## config.mk

```make
export PLATFORM = sky130hd
export DESIGN_NAME = trig_sequencer
export DESIGN_NICKNAME = d
export VERILOG_FILES = /design/src/rtl/trig_seq_pkg.sv /design/src/rtl/trig_stage_pick.sv /design/src/rtl/trig_stage_timer.sv /design/src/rtl/trig_seq_ctrl.sv /design/src/rtl/trig_sequencer.sv
export SDC_FILE = /design/constraint.sdc
export NUM_CORES = 1
export LEC_CHECK = 0
export BUFFER_PORTS_ARGS = -buffer_cell sky130_fd_sc_hd__buf_2
export CORE_MARGIN = 8
export CORE_UTILIZATION = 51
export CTS_CLUSTER_DIAMETER = 100
export DETAILED_ROUTE_END_ITERATION = 8
export GPL_ROUTABILITY_DRIVEN = 1
export PLACE_DENSITY = 0.81
export SYNTH_ARGS = -nofsm -noshare
export SYNTH_HDL_FRONTEND = slang
export SYNTH_SLANG_ARGS = --single-unit
```

## constraint.sdc

```tcl
create_clock -name clk -period 4.2 [get_ports clk]
set_input_delay 0.84 -clock clk [delete_from_list [all_inputs] [get_ports clk]]
set_output_delay 0.84 -clock clk [all_outputs]
set_load 0.005 [all_outputs]
```

## src/rtl/trig_seq_pkg.sv

```systemverilog
package trig_seq_pkg;

  typedef enum logic {
    SEQ_IDLE = 1'b0,
    SEQ_RUN  = 1'b1
  } seq_state_e;

  // Number of stages actually in use: 0 acts as 1, large values clamp.
  function automatic int unsigned clamp_count(int unsigned raw, int unsigned max_n);
    if (raw == 0)
      return 1;
    else if (raw > max_n)
      return max_n;
    else
      return raw;
  endfunction

  // Window length in cycles for a configured limit: 0 acts as 1.
  function automatic int unsigned window_len(int unsigned raw);
    return (raw == 0) ? 1 : raw;
  endfunction

endpackage

```

## src/rtl/trig_stage_pick.sv

```systemverilog
module trig_stage_pick #(
  parameter int MAX_STAGES = 4,
  parameter int STAGE_W    = 2,
  parameter int TMO_W      = 17
) (
  input  logic [STAGE_W-1:0]          stage,
  input  logic [MAX_STAGES-1:0]       match_vec,
  input  logic [MAX_STAGES-1:0]       en_vec,
  input  logic [MAX_STAGES*TMO_W-1:0] limit_vec,
  output logic                        sel_match,
  output logic                        sel_tmo_en,
  output logic [TMO_W-1:0]            sel_limit
);

  logic [TMO_W-1:0] limit_arr [MAX_STAGES];

  for (genvar g = 0; g < MAX_STAGES; g++) begin : g_unpack
    assign limit_arr[g] = limit_vec[g*TMO_W +: TMO_W];
  end

  always_comb begin
    sel_match  = 1'b0;
    sel_tmo_en = 1'b0;
    sel_limit  = '0;
    for (int i = 0; i < MAX_STAGES; i++) begin
      if (32'(stage) == i) begin
        sel_match  = match_vec[i];
        // The first stage carries no timeout.
        sel_tmo_en = (i != 0) && en_vec[i];
        sel_limit  = limit_arr[i];
      end
    end
  end

endmodule

```

## src/rtl/trig_stage_timer.sv

```systemverilog
module trig_stage_timer
  import trig_seq_pkg::*;
#(
  parameter int TMO_W = 17
) (
  input  logic             clk,
  input  logic             rst_n,
  input  logic             restart,
  input  logic             run,
  input  logic             tmo_en,
  input  logic [TMO_W-1:0] limit,
  output logic             expire
);

  logic [TMO_W-1:0] elapsed;
  logic             at_last;

  // True in the final cycle of the window.
  assign at_last = (32'(elapsed) + 32'd1) >= window_len(32'(limit));
  assign expire  = run && tmo_en && at_last;

  always_ff @(posedge clk or negedge rst_n) begin
    if (!rst_n)
      elapsed <= '0;
    else if (restart)
      elapsed <= '0;
    else if (run && (elapsed != {TMO_W{1'b1}}))
      elapsed <= elapsed + TMO_W'(1);
  end

  // the elapsed count never passes the end of an enabled window.
  assert_window_bound_R7: assert property (@(posedge clk) disable iff (!rst_n)
    (run && tmo_en && !restart) |-> (32'(elapsed) < window_len(32'(limit))));

endmodule

```

## src/rtl/trig_seq_ctrl.sv

```systemverilog
module trig_seq_ctrl
  import trig_seq_pkg::*;
#(
  parameter int MAX_STAGES = 4,
  parameter int STAGE_W    = 2,
  parameter int CNT_W      = 3
) (
  input  logic               clk,
  input  logic               rst_n,
  input  logic               arm,
  input  logic               sel_match,
  input  logic               expire,
  input  logic [CNT_W-1:0]   stage_count,
  output logic [STAGE_W-1:0] stage,
  output logic               running,
  output logic               restart,
  output logic               trig_pulse
);

  seq_state_e         state_q, state_d;
  logic [STAGE_W-1:0] stage_d;
  logic [STAGE_W-1:0] last_idx;
  logic               at_last_stage;
  logic               advance;
  logic               fire;
  logic               fall_back;

  assign last_idx      = STAGE_W'(clamp_count(32'(stage_count), MAX_STAGES) - 1);
  assign running       = (state_q == SEQ_RUN);
  assign at_last_stage = (stage == last_idx);

  // Named events, in priority order: arm, match, timeout.
  assign fire      = !arm && running && sel_match && at_last_stage;
  assign advance   = !arm && running && sel_match && !at_last_stage;
  assign fall_back = !arm && running && !sel_match && expire;
  assign restart   = arm || fire || advance || fall_back;

  always_comb begin
    state_d = state_q;
    stage_d = stage;
    if (arm) begin
      state_d = SEQ_RUN;
      stage_d = '0;
    end else if (fire) begin
      state_d = SEQ_IDLE;
      stage_d = '0;
    end else if (advance) begin
      stage_d = stage + STAGE_W'(1);
    end else if (fall_back) begin
      stage_d = '0;
    end
  end

  always_ff @(posedge clk or negedge rst_n) begin
    if (!rst_n) begin
      state_q    <= SEQ_IDLE;
      stage      <= '0;
      trig_pulse <= 1'b0;
    end else begin
      state_q    <= state_d;
      stage      <= stage_d;
      trig_pulse <= fire;
    end
  end

  // the trigger is a single-cycle pulse.
  assert_single_pulse_R4: assert property (@(posedge clk) disable iff (!rst_n)
    trig_pulse |=> !trig_pulse);

  // after a trigger the chain is back at stage 0.
  assert_trigger_home_R4: assert property (@(posedge clk) disable iff (!rst_n)
    trig_pulse |-> (stage == '0));

  // the stage index never passes the last active stage.
  assert_stage_range_R5: assert property (@(posedge clk) disable iff (!rst_n)
    stage <= last_idx);

  // the stage moves by one step forward or back to 0.
  assert_single_step_R3: assert property (@(posedge clk) disable iff (!rst_n)
    1'b1 |=> ((stage == $past(stage)) || (stage == '0) ||
              (stage == $past(stage) + STAGE_W'(1))));

  // while idle without arm, the stage stays at 0.
  assert_idle_hold_R1: assert property (@(posedge clk) disable iff (!rst_n)
    (!running && !arm) |=> (stage == '0 && !trig_pulse));

endmodule

```

## src/rtl/trig_sequencer.sv

```systemverilog
module trig_sequencer
  import trig_seq_pkg::*;
#(
  parameter  int MAX_STAGES = 4,
  parameter  int TMO_W      = 17,
  localparam int STAGE_W    = (MAX_STAGES > 1) ? $clog2(MAX_STAGES) : 1,
  localparam int CNT_W      = $clog2(MAX_STAGES + 1)
) (
  input  logic                        clk,
  input  logic                        rst_n,
  input  logic                        arm,
  input  logic [MAX_STAGES-1:0]       stage_match,
  input  logic [CNT_W-1:0]            stage_count,
  input  logic [MAX_STAGES-1:0]       tmo_enable,
  input  logic [MAX_STAGES*TMO_W-1:0] tmo_limit,
  output logic                        trig_pulse,
  output logic [STAGE_W-1:0]          cur_stage
);

  logic             sel_match;
  logic             sel_tmo_en;
  logic [TMO_W-1:0] sel_limit;
  logic             tmo_expire;
  logic             running;
  logic             restart;

  trig_stage_pick #(
    .MAX_STAGES (MAX_STAGES),
    .STAGE_W    (STAGE_W),
    .TMO_W      (TMO_W)
  ) i_pick (
    .stage      (cur_stage),
    .match_vec  (stage_match),
    .en_vec     (tmo_enable),
    .limit_vec  (tmo_limit),
    .sel_match  (sel_match),
    .sel_tmo_en (sel_tmo_en),
    .sel_limit  (sel_limit)
  );

  trig_stage_timer #(
    .TMO_W (TMO_W)
  ) i_timer (
    .clk     (clk),
    .rst_n   (rst_n),
    .restart (restart),
    .run     (running),
    .tmo_en  (sel_tmo_en),
    .limit   (sel_limit),
    .expire  (tmo_expire)
  );

  trig_seq_ctrl #(
    .MAX_STAGES (MAX_STAGES),
    .STAGE_W    (STAGE_W),
    .CNT_W      (CNT_W)
  ) i_ctrl (
    .clk         (clk),
    .rst_n       (rst_n),
    .arm         (arm),
    .sel_match   (sel_match),
    .expire      (tmo_expire),
    .stage_count (stage_count),
    .stage       (cur_stage),
    .running     (running),
    .restart     (restart),
    .trig_pulse  (trig_pulse)
  );

  // the first stage never times out.
  assert_first_stage_free_R6: assert property (@(posedge clk) disable iff (!rst_n)
    (cur_stage == '0) |-> !tmo_expire);

  // an expired window with no match and no arm returns to stage 0.
  assert_timeout_home_R6: assert property (@(posedge clk) disable iff (!rst_n)
    (tmo_expire && !stage_match[cur_stage] && !arm) |=> (cur_stage == '0));

  // a match in the last window cycle still advances the chain.
  assert_match_wins_R8: assert property (@(posedge clk) disable iff (!rst_n)
    (tmo_expire && stage_match[cur_stage] && !arm) |=> (cur_stage != '0 || trig_pulse));

endmodule

```

==> results.yml <==
critical_path:
  cp.required_ns: 4.38
  crit_fanout: 10
  cp-start-kind: "flip-flop"
  cp-end-kind: "flip-flop"
  arrival_ns: 4.22
  criticalPathCategory: "flip-flop to flip-flop"
  reg2reg_depth: 17
pwr:
  p_clk_share_pct: 11.3
  p_leak_nw: 1.452
  p_int_mw: 0.6268
  power_switching_mw: 0.5283
  p_total_mw: 1.155
  p_per_area_nw_per_um2: 379.8
  combPwrFrac_pct: 67.3
  p_seq_share_pct: 21.4
  peakVddDrop_v: 0.0001729
  switching_share_pct: 45.74
synthesis:
  synth-edff-count: 0
  syn_nets: 423
  synth_top_area_share_pct: 21.40
  async_reset_ff_share_pct: 100.0
  ys_warn_count: 0
  synth-seq-cells: 21
  synth-main-ff-cell: "dfrtp_1"
  synth_most_common_cell: "nand2_1"
  ys_seq_area_share_pct: 21.40
  synthTopCellsByCount: "nand2_1 (51), nor2_1 (30), ha_1 (23), o21ai_0 (23)"
  avgSynthCellArea_sq_um: 7.724
  syn_inst: 318
  yosysTopAreaCell: "dfrtp_1"
  synthesis.area_sq_um: 2456
  ys_top_cells_by_area: "dfrtp_1 (21%), ha_1 (12%), nand2_1 (7.8%)"
  ys_types: 54
clocking:
  cts_tree: "built"
  h-tree-depth: 1
  cts_hold_buf: 0
  cts_buffers: 3
  clockBufferDepth: 2
  insertion_delay_ns: 0.26
  root_buffer: "clkbuf_8"
  clk_pin_slew_ns: 0.07
  cts_num_sinks: 21
sta:
  maxSlewHeadroom_pct: 61.47
  report.final.slew_viol_count: 0
  clock.fmax_mhz: 247.4
  period_share_pct: 96.24
  holdWs_ns: 0.5166
  finalHoldViolCount: 0
  setup_viol: 0
  skew_ns: 0.004217
  worstMarginPinSlew_ns: 0.5767
  period_needed_ns: 4.042
floorplan:
  start_util_pct: 52.35
  rows: 25
  pin_count: 85
  core_area_sq_um: 4692
  die_area_sq_um: 7292
  die_w_um: 85.40
  dieHeight_um: 85.40
route:
  routed-via-count: 2623
  routed_wl_mm: 7.392
  drc: 0
  drtPass1Iterations: 4
  drt_iter0_drc: 104
  avgRoutedWirePerCell_um: 16.14
  viasPerCell: 5.727
  ant_nets: 0
placement:
  placed_area_sq_um: 2948
  numPortBuffers: 83
  routabilityCongestion: 0.8527
  placedCellCount: 450
  hpwl_mm: 5.971
grt:
  grt_pass1_wl_mm: 11.94
  grt_max_degree: 22
  antenna_found_initial: 0
  grt_overflow_total: 0
  grt_pass1_vias: 2503
  grt_usage_pct: 19.72
run_status:
  outcome: "finished clean"
final_layout:
  finalNonFillerCells: 458
  utilization_pct: 64.83
  area_growth_syn_to_layout_pct: 23.84
  antenna_cells: 0
  drive_gt1_share_pct: 28.96
  final_nets: 510
  stdcell_area_sq_um: 3042
  fillers: 404
hold_path:
  min_path_type: "input port to asynchronous set/reset pin"
run:
  cap_violations: 0
cells by family (layout without fill, tap and decap cells):
family	Yosys count	after routing	share of synthesized area, %
mux	2	2	0.8151
simple gates	132	132	26.18
xor+xnor	28	28	9.985
compound gates	90	91	25.47
buf+inv	22	107	4.432
fa+ha+maj	23	23	11.72
flops	21	21	21.40
routing by layer:
metal	vias up	wire, um	global-route usage (%)
met5	-	0	0
met4	0	189	6.688
li1	1325	-	-
met1	1159	3251	24.41
met2	121	3272	32.60
met3	18	679	4.633
flip-flops by register name (all words and copies together), names as in the netlist:
signal and cells:
i_ctrl.running 1, i_ctrl.trig_pulse 1, i_ctrl.stage 2, i_timer.elapsed 17
worst max-delay path, stage by stage, from the launching register on:
cell and delay [ns]:
dfrtp_1 0.38, buf_4 0.16, ha_1 0.22, buf_4 0.17, a21oi_1 0.12, o21ai_0 0.11
o21a_1 0.16, a2111oi_0 0.43, a22oi_1 0.21, o41ai_2 0.26, ha_1 0.28, nand2b_1 0.15
a2111oi_2 0.37, a2111oi_1 0.14, o41ai_2 0.29, buf_4 0.20, a21oi_4 0.11, o21ai_0 0.19
what timing repair did:
action / in CTS / in global routing
buffers inserted: 0 / 3
gates cloned: 0 / 1
setup endpoints to repair: 1 / 19
resized for setup: 1 / 4
pin swaps: 0 / 2
area by class of cell:
type	instances	area (sq um)	share of cell area (%)
Tap cell	54	67.56	2.221
Timing Repair Buffer	97	533.0	17.52
Clock buffer	4	45.04	1.481
Sequential cell	21	526.8	17.32
Inverter	6	22.52	0.7404
Multi-Input combinational cell	276	1847	60.72
per-stage QoR:
stage                     TNS, ns  worst slack (ns)
after global placement          0            0.1602
after floorplan                 0            0.5514
final                           0            0.1579
after global routing      -0.1085          -0.06759
after detailed placement        0           0.03906
after CTS                       0           0.04784
path summary, 6_finish.rpt:
path / startpoint / end / slack, ns
hold / removal: rst_n / i_ctrl.trig_pulse / 0.52
setup reg to reg: i_ctrl.stage[1] / i_ctrl.stage[0] / 0.16
hold reg to reg: i_ctrl.running / i_ctrl.running / 0.55
max in group asynchronous: rst_n / i_ctrl.stage[0] / 3.34
setup / recovery: i_ctrl.stage[1] / i_ctrl.stage[0] / 0.16
min in group clk: i_ctrl.running / i_ctrl.running / 0.55
power by group through the flow:
stage	Sequential, mW	Combinational, mW	Clock (mW)
after CTS	0.252	0.723	0.134
after global placement	0.254	0.700	0
after global routing	0.251	0.870	0.141
final	0.247	0.777	0.131
after detailed placement	0.256	0.717	0
after floorplan	0.252	0.519	0
layout by cell type, fill, tap and decap left out, types with 4 or more instances in the layout:
cell type / count
o21ai_0: 23
a21oi_1: 21
nor2b_1: 4
o211ai_1: 8
o221ai_1: 8
dfrtp_1: 20
nor2_1: 30
nand4_1: 4
xor2_1: 11
a21o_1: 5
ha_1: 22
and3_1: 4
inv_1: 5
xnor2_1: 17
nand3_1: 9
nand2_1: 51
nand2b_1: 9
buf_2: 83
buf_4: 13
Power figures use the tool's default switching activity.
